`src/rtl/dwaf_pkg.sv`:
```
package dwaf_pkg;

    typedef enum logic [1:0] {
        OP_ADD      = 2'b00,
        OP_ADDC     = 2'b01,
        OP_ADDC_NF  = 2'b10,
        OP_TADD     = 2'b11
    } dwaf_op_e;

    typedef struct packed {
        logic neg;
        logic zero;
        logic ovf;
        logic cry;
    } dwaf_flags_t;

    localparam int unsigned TAG_BITS = 2;

endpackage

```
`src/rtl/dwaf_adder.sv`:
```
module dwaf_adder #(
    parameter int unsigned W = 64
) (
    input  logic [W-1:0] a,
    input  logic [W-1:0] b,
    input  logic         cin,
    output logic [W-1:0] sum,
    output logic         cout
);
    logic [W:0] full;

    always_comb begin
        full = {1'b0, a} + {1'b0, b} + {{W{1'b0}}, cin};
        sum  = full[W-1:0];
        cout = full[W];
    end
endmodule

```
`src/rtl/dwaf_flag_slice.sv`:
```
module dwaf_flag_slice
    import dwaf_pkg::*;
#(
    parameter int unsigned SW = 32
) (
    input  logic [SW-1:0] a,
    input  logic [SW-1:0] b,
    input  logic [SW-1:0] sum,
    input  logic          carry,
    input  logic          force_ovf,
    output dwaf_flags_t   flags
);
    logic [SW-1:0] ovf_vec;

    always_comb begin
        ovf_vec     = (sum ^ b) & ~(a ^ b);
        flags.neg   = sum[SW-1];
        flags.zero  = ~|sum;
        flags.ovf   = ovf_vec[SW-1] | force_ovf;
        flags.cry   = carry;
    end
endmodule

```
`src/rtl/dual_width_addflag.sv`:
```
module dual_width_addflag
    import dwaf_pkg::*;
#(
    parameter int unsigned W    = 64,
    parameter int unsigned LO_W = 32
) (
    input  logic         clk,
    input  logic         rst,
    input  logic         in_valid,
    input  logic [1:0]   op,
    input  logic [W-1:0] opa,
    input  logic [W-1:0] opb,
    input  logic         carry32_in,
    output logic [W-1:0] sum_q,
    output logic [3:0]   nzvc_lo,
    output logic [3:0]   nzvc_hi
);
    localparam int unsigned NSLICE = 2;

    dwaf_op_e     op_e;
    logic         cin;
    logic [W-1:0] sum;
    logic         cout_hi;
    logic [W-1:0] carry_trace;
    logic         tag_hit;
    logic         update_flags;
    dwaf_flags_t  slice_flags [NSLICE];
    dwaf_flags_t  lo_q;
    dwaf_flags_t  hi_q;

    always_comb begin
        op_e         = dwaf_op_e'(op);
        cin          = (op_e == OP_ADDC || op_e == OP_ADDC_NF) ? carry32_in : 1'b0;
        tag_hit      = (op_e == OP_TADD) && (|(opa[TAG_BITS-1:0] | opb[TAG_BITS-1:0]));
        update_flags = (op_e != OP_ADDC_NF);
        carry_trace  = sum ^ opa ^ opb;
    end

    dwaf_adder #(.W(W)) u_add (
        .a    (opa),
        .b    (opb),
        .cin  (cin),
        .sum  (sum),
        .cout (cout_hi)
    );

    for (genvar gi = 0; gi < NSLICE; gi++) begin : g_slice
        localparam int unsigned SW = (gi == 0) ? LO_W : W;
        dwaf_flag_slice #(.SW(SW)) u_slice (
            .a         (opa[SW-1:0]),
            .b         (opb[SW-1:0]),
            .sum       (sum[SW-1:0]),
            .carry     ((gi == 0) ? carry_trace[LO_W] : cout_hi),
            .force_ovf ((gi == 0) ? tag_hit : 1'b0),
            .flags     (slice_flags[gi])
        );
    end

    always_ff @(posedge clk) begin
        if (rst) begin
            sum_q <= '0;
            lo_q  <= '0;
            hi_q  <= '0;
        end else if (in_valid) begin
            sum_q <= sum;
            if (update_flags) begin
                lo_q <= slice_flags[0];
                hi_q <= slice_flags[1];
            end
        end
    end

    assign nzvc_lo = lo_q;
    assign nzvc_hi = hi_q;
endmodule

```
`config.mk`:
```
export PLATFORM = sky130hd
export DESIGN_NAME = dual_width_addflag
export DESIGN_NICKNAME = d
export VERILOG_FILES = /design/src/rtl/dwaf_pkg.sv /design/src/rtl/dwaf_adder.sv /design/src/rtl/dwaf_flag_slice.sv /design/src/rtl/dual_width_addflag.sv
export SDC_FILE = /design/constraint.sdc
export NUM_CORES = 1
export LEC_CHECK = 0
export BUFFER_PORTS_ARGS = -buffer_cell sky130_fd_sc_hd__buf_2
export CAP_MARGIN = 10
export CORE_UTILIZATION = 34
export CTS_CLUSTER_DIAMETER = 200
export DETAILED_ROUTE_END_ITERATION = 6
export GPL_TIMING_DRIVEN = 1
export PLACE_DENSITY = 0.6
export SLEW_MARGIN = 20
export SYNTH_ARGS = -nofsm -noshare
export SYNTH_HDL_FRONTEND = slang
export SYNTH_SLANG_ARGS = --single-unit
```
`constraint.sdc`:
```
create_clock -name clk -period 4.9 [get_ports clk]
set_clock_uncertainty 0.2 [all_clocks]
set_input_delay 0.245 -clock clk [delete_from_list [all_inputs] [get_ports clk]]
set_output_delay 0.245 -clock clk [all_outputs]
set_load 0.01 [all_outputs]
```
-- Word-level counts from Yosys, hierarchy flattened
Cells that the tools add are included.
- bits in registers: 72
- input port bits: 134
- word-level logic and storage cells: 36
- add/sub/neg operators: 2
- equal/unequal tests: 4
- muxes and demuxes: 1
- bitwise gates (word level): 12
- reduce and logical (&&, ||, !) cells: 8
- operators with widths (kind ; count):
    $xor 64x64->64 ; 2
    $xor 33x33->33 ; 2
    $add 64x64->65 ; 1
    $add 65x1->65 ; 1
    $and 64x64->64 ; 1
    $not 64->64 ; 1
    $reduce_or 64->1 ; 1
    $xor 32x32->32 ; 2
    $and 32x32->32 ; 1
    $not 32->32 ; 1
    $reduce_or 32->1 ; 1
    $eq 2x2->1 const B ; 2
    $eq 2x1->1 const B ; 1
    $logic_not 1->1 ; 2
    $ne 2x2->1 const B ; 1
    $or 2x2->2 ; 1
    $reduce_and 2->1 ; 1
    $reduce_or 2->1 ; 1
    $logic_and 1x1->1 ; 1
    $logic_or 1x1->1 ; 1
    $mux 1 ; 1
    $or 1x1->1 ; 1

-- Longest topological paths before layout
Gate-level depths: netlist of the first run.
- word-level depth: 7
- mapped depth: 16

-- Cells and area by module
From an unflattened synthesis of the first run, not the netlist that was laid out.
- cells, all modules: 825
- area total of the unflattened synthesis: 6621.4 um^2
- modules (own cells, without submodules) (module ; instances ; cells each ; area an instance (um^2) ; seq. area each (um^2)):
    dwaf_adder ; 1 ; 540 ; 3656.0 ; 0.0
    dual_width_addflag ; 1 ; 241 ; 2653.8 ; 1441.4
    dwaf_flag_slice at g_slice[1].u_slice ; 1 ; 27 ; 197.7 ; 0.0
    dwaf_flag_slice at g_slice[0].u_slice ; 1 ; 17 ; 113.9 ; 0.0

-- Worst setup path after synthesis of the first run
Ideal clock, no wire load.
- path kind: input port to flip-flop
- start point: input op[0]
- end point: register lo_q, in the netlist nzvc_lo[2]
- setup time: 0.070 ns
- arrival: 3.811 ns
- slack: 0.819 ns
- cell stages on the path: 15
- buffers on the path: 0
- cell sequence: inv_1 > ha_1 > nor2b_1 > fa_1 > fa_1 > xnor2_1 > nand2_1 > or4_1 > or4_1 > or4_1 > or4_1 > nor4_1 > and4_1 > nand4_1 > a21oi_1
- longest elaborated chain between the ends: 6
- elaborated cells between the ends (all ways): 9
- those cells by class: add/sub: 1; eq/ne: 3; mux: 1; reduce/logical: 4
- RTL lines (what ; line ; source):
    start, declared ; dual_width_addflag.sv:10 ; input logic [1:0] op,
    $eq 2x1->1 or $eq 2x2->1 (tied branches) ; dual_width_addflag.sv:33 ; cin = (op_e == OP_ADDC || op_e == OP_ADDC_NF) ? carry32_in : 1'b0;
    $logic_or 1x1->1 ; dual_width_addflag.sv:33 ;
    $mux 1 ; dual_width_addflag.sv:33 ;
    $add 65x1->65 ; dwaf_adder.sv:13 ; full = {1'b0, a} + {1'b0, b} + {{W{1'b0}}, cin};
    $reduce_or 32->1 ; dwaf_flag_slice.sv:18 ; flags.zero = ~|sum;
    $logic_not 1->1 ; dwaf_flag_slice.sv:18 ;
    end signal, assigned ; dual_width_addflag.sv:67 ; lo_q <= slice_flags[0];
    end, declared ; dual_width_addflag.sv:28 ; dwaf_flags_t lo_q;
Several ways; a longest one is shown, not always the timed one.
A chain may end at the register's enable or synchronous reset.

-- Worst setup path after layout of the first run
- start point: input op[0]
- end point: register hi_q, in the netlist nzvc_hi[2]
- longest elaborated chain between the ends: 6
- elaborated cells between the ends (all ways): 9
- those cells by class: add/sub: 1; eq/ne: 3; mux: 1; reduce/logical: 4
- RTL lines (what ; line ; source):
    $eq 2x1->1 or $eq 2x2->1 (tied branches) ; dual_width_addflag.sv:33 ;
    $logic_or 1x1->1 ; dual_width_addflag.sv:33 ;
    $mux 1 ; dual_width_addflag.sv:33 ;
    $add 65x1->65 ; dwaf_adder.sv:13 ;
    $reduce_or 64->1 ; dwaf_flag_slice.sv:18 ;
    $logic_not 1->1 ; dwaf_flag_slice.sv:18 ;
    end signal, assigned ; dual_width_addflag.sv:68 ; hi_q <= slice_flags[1];
    end, declared ; dual_width_addflag.sv:29 ; dwaf_flags_t hi_q;
Several ways; a longest one is shown, not always the timed one.

==> results.py, run 1 <==
metrics = {
    "setup_path": {
        "r2r_end": "sum_q[47]",
        "r2r-start": "sum_q[47]",
        "crit_start": "op[0]",
        "crit_path_frequent_cell": "nand4_1",
        "crit_path_start_kind": "primary input",
        "cp_slowest_cell": "a2111oi_1",
        "cp.arrival_ps": 4300,
        "critical_path.max_fanout": 6,
        "r2r_slack_ps": 3930,
        "endpoint": "nzvc_hi[2]",
        "path_class": "primary input to flip-flop",
        "cp_data_required_time_ps": 4980,
        "worstPathCellList": "buf_2 -> inv_1 -> ha_1 -> nor2b_1 -> fa_1 -> a21o_1 -> nand4_1 -> a211oi_1 -> or2_1 -> a221oi_2 -> a2111oi_1 -> o21ai_0 -> a221oi_1 -> nand4_1 -> or4_1 -> nand2_1",
        "worst_setup_path_end_kind": "flip-flop",
        "rr_worst_depth": 2,
        "worst_path_largest_cell_delay_ps": 580,
    },
    "sta": {
        "max_clock_freq_mhz": 236.8,
        "min_period_over_period_pct": 86.20,
        "fin_ws_ps": 676.2,
        "holdWs_ps": 110.8,
        "report.final.setup_viol": 0,
        "min_period_ps": 4224,
        "rsz0062_at_grt": "false",
        "maxSlewViolCount": 0,
        "finalSetupTns_ps": 0,
        "final_hold_viol_count": 0,
        "relSlewSlack_pct": 41.46,
        "tightest_slew_ps": 878.1,
    },
    "synthesis": {
        "synth_edf_count": 0,
        "yosys_warnings": 0,
        "synth-seq-cells": 72,
        "syn_inst": 1031,
        "synth_cell_types": 77,
        "synth_area_mm2": 0.007576,
        "async_reset_ff_share_pct": 0,
        "synth_flop_cell": "dfxtp_1",
        "synthesis.nets": 1234,
        "synth_seq_area_share_pct": 19.03,
        "syn_area_per_cell_um2": 7.348,
    },
    "power_and_ir_drop": {
        "internal-power_mw": 1.445,
        "comb_power_share_pct": 45.4,
        "switching_share_pct": 40.03,
        "irDropWorstVdd_mv": 0.1597,
        "pwr-share-seq_pct": 28.6,
        "clock_power_share_pct": 26.0,
        "p_switching_mw": 0.9642,
        "powerDensity_mw_per_mm2": 268.0,
        "fin_total_pwr_mw": 2.409,
        "p_leak_nw": 4.090,
    },
    "die": {
        "core_mm2": 0.02182,
        "die_w_um": 151.3,
        "die_area_mm2": 0.02288,
        "pin_count": 206,
        "core.rowCount": 54,
        "start_util_pct": 34.72,
        "die_h_um": 151.3,
    },
    "place": {
        "place_hpwl_um": 22970,
        "port_buffers": 205,
        "globalplace.congestion": 0.9145,
        "dp_slack_ps": 392.1,
        "placed_area_mm2": 0.008701,
    },
    "clock_tree": {
        "cts_tree": "built",
        "clock-sinks": 72,
        "clock_path_buffers": 2,
        "insertion_delay_ps": 330,
        "postCtsResizedCells": 0,
        "cts_setup_buffers": 0,
        "cts_buffers": 9,
        "cts.htree.levels": 3,
        "clk_pin_slew_ps": 60,
        "cts_hold_buf": 0,
        "cts_root_buffer": "clkbuf_16",
    },
    "global_route": {
        "antenna_found_initial": 0,
        "grt_max_degree": 73,
        "grt_pass1_wl_um": 42680,
        "grt_usage_pct": 24.12,
        "grt_pass1_vias": 7999,
        "overflow": 0,
    },
    "final_layout": {
        "layout-drive-gt1-share_pct": 20.40,
        "regArea_mm2": 0.001441,
        "n_fill_cell": 2376,
        "design_area_mm2": 0.008987,
        "num_antenna_cells": 0,
        "nets": 1399,
        "synthToLayoutAreaGrowth_pct": 18.63,
        "multiInputGateArea_mm2": 0.005748,
    },
    "route": {
        "via_per_inst": 5.646,
        "totalWireLength_um": 27620,
        "routedWlPerCell_um": 18.65,
        "vias": 8362,
        "initialDrtViolationCount": 580,
        "ant_nets": 0,
        "drt-pass1-iter-count": 7,
        "drc_errors": 0,
    },
    "run_status": {
        "outcome": "complete, no violations",
    },
    "min_path": {
        "min_path_type": "primary input to flip-flop",
    },
    "run": {
        "max-cap-violations": 0,
    },
}
how the worst min path moves through the flow:
stage          startpoint         end  slack [ps]  cells past startpoint
2_1_floorplan         rst   sum_q[38]         260                      2
3_3_place_gp   nzvc_hi[3]  nzvc_hi[3]         250                      2
3_5_place_dp   nzvc_hi[3]  nzvc_hi[3]         250                      2
4_1_cts           opb[63]  nzvc_hi[1]         110                      4
5_1_grt           opb[63]  nzvc_hi[1]         150                      4
6_report          opb[63]  nzvc_hi[1]         110                      4
cell usage in the layout (no fill, tap or decap), types with 5 or more instances in the layout:
| cell type | netlist | routed |
|---|---|---|
| and4_1 | 6 | 6 |
| ha_1 | 67 | 67 |
| buf_2 | 4 | 205 |
| o21bai_1 | 8 | 8 |
| mux2i_1 | 47 | 47 |
| a31oi_1 | 12 | 12 |
| clkbuf_16 | 0 | 9 |
| o21a_1 | 22 | 22 |
| or4_1 | 9 | 9 |
| o21ba_2 | 5 | 5 |
| buf_4 | 0 | 6 |
| and2_1 | 10 | 10 |
| nand3_1 | 15 | 15 |
| dfxtp_1 | 72 | 72 |
| or3_1 | 8 | 8 |
| a21o_1 | 18 | 18 |
| nand2b_1 | 9 | 9 |
| o21ai_1 | 15 | 15 |
| nor3_1 | 28 | 28 |
| o211ai_1 | 9 | 9 |
| nor4_1 | 13 | 13 |
| nor2_1 | 119 | 119 |
| a21oi_1 | 98 | 98 |
| xnor2_1 | 27 | 27 |
| nand2_1 | 98 | 98 |
| xor2_1 | 22 | 22 |
| a211oi_1 | 20 | 20 |
| inv_1 | 23 | 23 |
| nand4_1 | 41 | 41 |
| nor2b_1 | 13 | 13 |
| and3_1 | 11 | 11 |
| o21ai_0 | 51 | 51 |
cell families after synthesis:
kind of cell	count (synthesis)	share of synthesized area, %
xor+xnor	50	5.879
simple gates	404	26.26
flops	72	19.03
compound gates	307	25.78
mux	48	6.358
fa+ha+maj	69	11.59
buf+inv	81	5.103
cells in the mapped netlist (all sizes together), types with 10 or more instances:
library cell | number | share of area (%)
o21a | 22 | 2.2
and3 | 11 | 0.91
and2 | 10 | 0.83
nor2b | 13 | 1.1
ha | 67 | 11
nor3 | 28 | 1.8
inv | 24 | 1.2
mux2i | 47 | 6.2
nor2 | 121 | 6.1
a21oi | 99 | 6.6
nand2 | 98 | 4.9
a211oi | 20 | 2.0
xnor2 | 27 | 3.1
nand3 | 15 | 0.99
clkbuf | 45 | 2.8
a21o | 18 | 1.8
nor4 | 13 | 1.1
xor2 | 23 | 2.8
o21ai | 66 | 4.4
dfxtp | 72 | 19
nand4 | 41 | 3.4
buf | 12 | 1.2
a31oi | 12 | 0.99
critical path: cells and delay by family:
kind / cells / cell delay (ps)
buffers and inverters: 2 / 130
and+or+nand+nor: 6 / 1400
adders and majority gates: 2 / 520
AOI/OAI and AO/OA: 6 / 2010
metal layers:
layer | global-route usage (%) | part of all wire [%] | vias up
li1 | - | - | 4130
met2 | 42.90 | 49 | 265
met1 | 29.41 | 44 | 3918
met5 | 0 | 0 | -
met4 | 8.600 | 3.1 | 0
met3 | 3.163 | 4.6 | 49
through the flow:
stage	util, %	instances
after CTS	41.18	1481
after floorplan	-	1031
after global routing	41.18	1481
final	41.18	1481
after detailed placement	39.87	1465
after global placement	39.87	1465
power by group through the flow:
stage | Combinational [mW] | Clock (mW) | Sequential (mW)
3_3_place_gp | 1.08 | 0 | 0.702
6_report | 1.09 | 0.627 | 0.689
5_1_grt | 1.20 | 0.663 | 0.695
3_5_place_dp | 1.08 | 0 | 0.701
2_1_floorplan | 0.686 | 0 | 0.723
4_1_cts | 1.09 | 0.639 | 0.689
registers in the layout, indices dropped and copies added, names as in the netlist:
name and count:
sum_q 64, nzvc_lo 4, nzvc_hi 4
cell type report:
| type | count | area share, % |
|---|---|---|
| sequential | 72 | 16.04 |
| timing repair buffer | 211 | 11.92 |
| tap | 280 | 3.898 |
| multi-input combinational | 878 | 63.96 |
| inverter | 24 | 1.002 |
| clock inverter | 2 | 0.1392 |
| clock buffer | 14 | 3.049 |
(Power assumes the default switching activity.)
==> run 2: changes to the inputs <==
--- a/config.mk
+++ b/config.mk
@@ -7,11 +7,13 @@
 export LEC_CHECK = 0
 export BUFFER_PORTS_ARGS = -buffer_cell sky130_fd_sc_hd__buf_2
 export CAP_MARGIN = 10
+export CELL_PAD_IN_SITES_DETAIL_PLACEMENT = 1
+export CELL_PAD_IN_SITES_GLOBAL_PLACEMENT = 1
 export CORE_UTILIZATION = 34
 export CTS_CLUSTER_DIAMETER = 200
 export DETAILED_ROUTE_END_ITERATION = 6
-export GPL_TIMING_DRIVEN = 1
-export PLACE_DENSITY = 0.6
+export GPL_TIMING_DRIVEN = 0
+export PLACE_DENSITY = 0.78
 export SLEW_MARGIN = 20
 export SYNTH_ARGS = -nofsm -noshare
 export SYNTH_HDL_FRONTEND = slang
==> results.py, run 2 (synthesis results as in run 1) <==
metrics = {
    "power_and_ir_drop": {
        "fin_total_pwr_mw": 2.415,
        "irDropWorstVdd_mv": 0.1789,
        "powerDensity_mw_per_mm2": 262.0,
        "p_leak_nw": 4.172,
    },
    "run": {
        "max-cap-violations": 0,
    },
    "clock_tree": {
        "cts_root_buffer": "clkbuf_16",
        "cts_tree": "built",
        "cts_setup_buffers": 0,
        "clk_pin_slew_ps": 50,
        "cts_buffers": 9,
        "postCtsResizedCells": 0,
        "clock-sinks": 72,
        "clock_path_buffers": 2,
        "cts_hold_buf": 0,
        "insertion_delay_ps": 340,
        "cts.htree.levels": 3,
    },
    "min_path": {
        "min_path_type": "primary input to flip-flop",
    },
    "die": {
        "die_h_um": 151.3,
        "core_mm2": 0.02182,
        "core.rowCount": 54,
        "die_w_um": 151.3,
        "pin_count": 206,
        "start_util_pct": 34.72,
        "die_area_mm2": 0.02288,
    },
    "place": {
        "globalplace.congestion": 0.9007,
        "dp_slack_ps": 35.99,
        "place_hpwl_um": 25580,
        "port_buffers": 205,
    },
    "sta": {
        "min_period_ps": 4549,
        "rsz0062_at_grt": "false",
        "min_period_over_period_pct": 92.85,
        "fin_ws_ps": 350.6,
        "max_clock_freq_mhz": 219.8,
        "finalSetupTns_ps": 0,
        "final_hold_viol_count": 0,
        "holdWs_ps": 103.2,
        "relSlewSlack_pct": 42.19,
        "maxSlewViolCount": 0,
        "tightest_slew_ps": 867.1,
        "report.final.setup_viol": 0,
    },
    "global_route": {
        "grt_usage_pct": 26.49,
        "grt_max_degree": 12,
        "grt_pass1_vias": 8816,
        "grt_pass1_wl_um": 46580,
        "antenna_found_initial": 0,
        "overflow": 0,
    },
    "final_layout": {
        "num_antenna_cells": 0,
        "layout-drive-gt1-share_pct": 20.08,
        "largest_reg_flops": 64,
        "n_fill_cell": 2846,
        "nets": 1450,
        "final_cell_mix": "209 x buf_2, 119 x nor2_1, 98 x nand2_1, 98 x a21oi_1, 72 x dfxtp_1",
        "synthToLayoutAreaGrowth_pct": 21.64,
        "layout_commonest_cell": "buf_2",
        "regMostFlops": "sum_q",
    },
    "route": {
        "totalWireLength_um": 30200,
        "vias": 8695,
        "drc_errors": 0,
        "initialDrtViolationCount": 369,
        "via_per_inst": 5.683,
        "routedWlPerCell_um": 19.74,
        "drt-pass1-iter-count": 5,
        "ant_nets": 0,
    },
    "setup_path": {
        "cp_data_required_time_ps": 4980,
        "path_class": "primary input to flip-flop",
        "critical_path.max_fanout": 6,
        "worst_setup_path_end_kind": "flip-flop",
        "cp.arrival_ps": 4630,
        "crit_path_start_kind": "primary input",
    },
    "run_status": {
        "outcome": "complete, no violations",
    },
}
==> run 2: cell types whose count changed in the layout (fill, tap and decap cells not counted) <==
cell / delta
clkbuf_8: +2
buf_6: +5
buf_2: +4
buf_4: -6
buf_1: +3
clkbuf_1: +40
clkinvlp_4: +1
==> run 2: power by group <==
group | internal (mW) | switching, mW
combinational | 0.417 | 0.703
clock | 0.350 | 0.249
sequential | 0.651 | 0.0452
total | 1.42 | 0.997
==> run 2: through the flow <==
| step | cell area [um2] | std cells | utilization (%) |
|---|---|---|---|
| after CTS | 9215 | 1530 | 42.23 |
| final | 9215 | 1530 | 42.23 |
| after global placement | 8952 | 1516 | 41.02 |
| after floorplan | 7576 | 1031 | - |
| after detailed placement | 8952 | 1516 | 41.02 |
| after global routing | 9215 | 1530 | 42.23 |
==> run 2: final timing paths <==
kind                            slack (ps)  depth (start not counted)        from          to
worst max-delay path                   350                         17       op[0]  nzvc_hi[2]
worst min-delay path                   100                          4     opb[63]  nzvc_hi[1]
worst max register to register        3940                          3   sum_q[38]   sum_q[38]
worst min register to register         250                          2  nzvc_lo[0]  nzvc_lo[0]
==> run 2: area by class of cell <==
| cell class | count | area (um2) | area share (%) |
|---|---|---|---|
| flip-flops and latches | 72 | 1441 | 15.64 |
| clock buffers | 11 | 242.7 | 2.634 |
| repair buffers | 205 | 1026 | 11.13 |
| multi-input cells | 878 | 5748 | 62.38 |
| well taps | 280 | 350.3 | 3.802 |
| inverters | 24 | 90.09 | 0.9776 |
| plain buffers | 57 | 296.5 | 3.218 |
| clock inverters | 3 | 20.02 | 0.2172 |
==> run 2: layer usage <==
layer,wire length (um),global-route usage (%),share of wire [%],vias to the layer above
li1,-,-,-,4235
met2,14740,47.33,49,259
met5,0,0,0,-
met4,1079,9.750,3.6,0
met3,1437,3.584,4.8,54
met1,12940,31.97,43,4147
==> run 2: critical path: stages <==
cell	delay [ps]
buf_2	90
inv_1	40
ha_1	280
nor2b_1	140
fa_1	220
a21o_1	170
nand4_1	210
a211oi_1	630
or2_1	210
buf_6	130
a221oi_2	120
a2111oi_1	720
o21ai_0	240
a221oi_1	400
nand4_1	130
or4_1	560
nand2_1	100
==> run 3: changes to the inputs <==
--- a/config.mk
+++ b/config.mk
@@ -14,6 +14,7 @@
 export DETAILED_ROUTE_END_ITERATION = 6
 export GPL_TIMING_DRIVEN = 0
 export PLACE_DENSITY = 0.78
+export REMOVE_ABC_BUFFERS = 1
 export SLEW_MARGIN = 20
 export SYNTH_ARGS = -nofsm -noshare
 export SYNTH_HDL_FRONTEND = slang
==> results.py, run 3 (synthesis results as in run 1) <==
metrics = {
    "power_and_ir_drop": {
        "powerDensity_mw_per_mm2": 287.3,
        "p_leak_nw": 4.115,
        "irDropWorstVdd_mv": 0.1714,
    },
    "final_layout": {
        "multiInputGateArea_mm2": 0.005749,
        "final_cell_mix": "203 x buf_2, 119 x nor2_1, 98 x nand2_1, 98 x a21oi_1, 72 x dfxtp_1",
        "num_antenna_cells": 0,
        "synthToLayoutAreaGrowth_pct": 19.52,
        "final_core_util_pct": 41.49,
        "regArea_mm2": 0.001441,
        "largest_reg_flops": 64,
        "layout_commonest_cell": "buf_2",
        "n_fill_cell": 2807,
        "design_area_mm2": 0.009055,
        "layout-drive-gt1-share_pct": 20.23,
        "nets": 1394,
        "regMostFlops": "sum_q",
    },
    "clock_tree": {
        "clk_pin_slew_ps": 60,
        "clock_path_buffers": 2,
        "insertion_delay_ps": 330,
        "cts_root_buffer": "clkbuf_16",
        "cts_tree": "built",
        "cts_buffers": 9,
        "clock-sinks": 72,
        "cts_setup_buffers": 0,
        "cts.htree.levels": 3,
    },
    "setup_path": {
        "critical_path.max_fanout": 6,
        "r2r-start": "sum_q[22]",
        "cp_data_required_time_ps": 4980,
        "crit_start": "op[0]",
        "crit_path_frequent_cell": "nand4_1",
        "cp_slowest_cell": "a2111oi_1",
        "worstPathCellList": "buf_2 -> inv_1 -> ha_1 -> nor2b_1 -> fa_1 -> a21o_1 -> nand4_1 -> a211oi_1 -> or2_1 -> a221oi_2 -> a2111oi_1 -> o21ai_0 -> a221oi_1 -> nand4_1 -> or4_1 -> nand2_1",
        "cp.arrival_ps": 4760,
        "worst_setup_path_end_kind": "flip-flop",
        "worst_path_largest_cell_delay_ps": 740,
        "path_class": "primary input to flip-flop",
        "crit_path_start_kind": "primary input",
    },
    "min_path": {
        "min_path_type": "primary input to flip-flop",
        "min-delay-start": "opb[63]",
    },
    "place": {
        "port_buffers": 205,
        "place_hpwl_um": 23990,
        "placed_area_mm2": 0.008688,
        "globalplace.congestion": 0.8994,
    },
    "sta": {
        "relSlewSlack_pct": 43.87,
        "report.final.setup_viol": 0,
        "min_period_over_period_pct": 95.66,
        "final_hold_viol_count": 0,
        "maxSlewViolCount": 0,
        "holdWs_ps": 100.5,
        "max_clock_freq_mhz": 213.3,
        "tightest_slew_ps": 842.0,
        "rsz0062_at_grt": "false",
        "min_period_ps": 4688,
    },
    "die": {
        "die_area_mm2": 0.02288,
        "pin_count": 206,
        "core_mm2": 0.02182,
        "core.rowCount": 54,
        "die_h_um": 151.3,
        "die_w_um": 151.3,
        "start_util_pct": 34.72,
    },
    "global_route": {
        "grt_max_degree": 75,
        "grt_pass1_wl_um": 44390,
        "overflow": 0,
        "grt_usage_pct": 24.97,
        "antenna_found_initial": 0,
        "grt_pass1_vias": 8240,
    },
    "route": {
        "vias": 8512,
        "drt-pass1-iter-count": 6,
        "initialDrtViolationCount": 566,
        "routedWlPerCell_um": 19.67,
        "totalWireLength_um": 29030,
        "via_per_inst": 5.767,
        "ant_nets": 0,
        "drc_errors": 0,
    },
    "run_status": {
        "outcome": "complete, no violations",
    },
    "run": {
        "max-cap-violations": 0,
    },
}
==> run 3: cell types whose count changed in the layout (fill, tap and decap cells not counted), moves of 2 or more <==
| cell | change |
|---|---|
| clkbuf_1 | -42 |
| bufinv_16 | +3 |
| buf_6 | -5 |
| clkinvlp_4 | -2 |
| clkbuf_8 | -2 |
| buf_2 | -6 |
| buf_1 | -3 |
| buf_4 | +2 |
==> run 3: stage by stage <==
step                setup TNS [ps]  worst slack, ps  cells  total power, mW
detailed placement          -49.01           -49.01   1460            1.783
floorplan                        0            819.3    974            1.377
global route                     0            9.826   1476            2.740
finish                           0            212.5   1476            2.602
global placement            -810.6           -555.9   1459            1.754
CTS                              0            225.9   1476            2.592
==> run 3: layer usage <==
layer,part of all wire [%],GRT usage [%]
met4,1.6,6.200
met3,5.5,2.289
met1,48,35.48
met2,45,40.11
met5,0,0
==> run 3: repair_timing <==
| action | in CTS | in global routing |
|---|---|---|
| setup endpoints to repair | 0 | 1 |
| hold buffers | 0 | 0 |
| gates resized for setup | 0 | 1 |
==> run 3: final cells by class <==
cell class                      instances  share of cell area, %
Inverter                               24                 0.9949
Clock buffer                           12                  2.943
Timing Repair Buffer                  206                  11.69
Sequential cell                        72                  15.92
Multi-Input combinational cell        878                  63.49
Clock inverter                          4                  1.092
Tap cell                              280                  3.869
==> run 3: power by group <==
group | total, mW | internal (mW) | switching, mW | leakage, nW
combinational | 1.11 | 0.409 | 0.698 | 3.34
sequential | 0.686 | 0.650 | 0.0356 | 0.594
clock | 0.809 | 0.541 | 0.268 | 0.179
total | 2.60 | 1.60 | 1.00 | 4.11
==> run 3: critical path: cells and delay by family <==
kind | cells | cell delay [ps]
adder cells (fa/ha/maj) | 2 | 510
buffers and inverters | 2 | 130
AO/OA/AOI/OAI | 6 | 2350
AND/OR/NAND/NOR | 6 | 1530
==> run 3: final timing paths <==
check / end / slack, ps / cells after the start
worst max-delay path: nzvc_hi[2] / 210 / 16
worst min-delay path: nzvc_hi[1] / 100 / 4
worst max register to register: sum_q[22] / 3950 / 2
worst min register to register: nzvc_lo[3] / 250 / 2
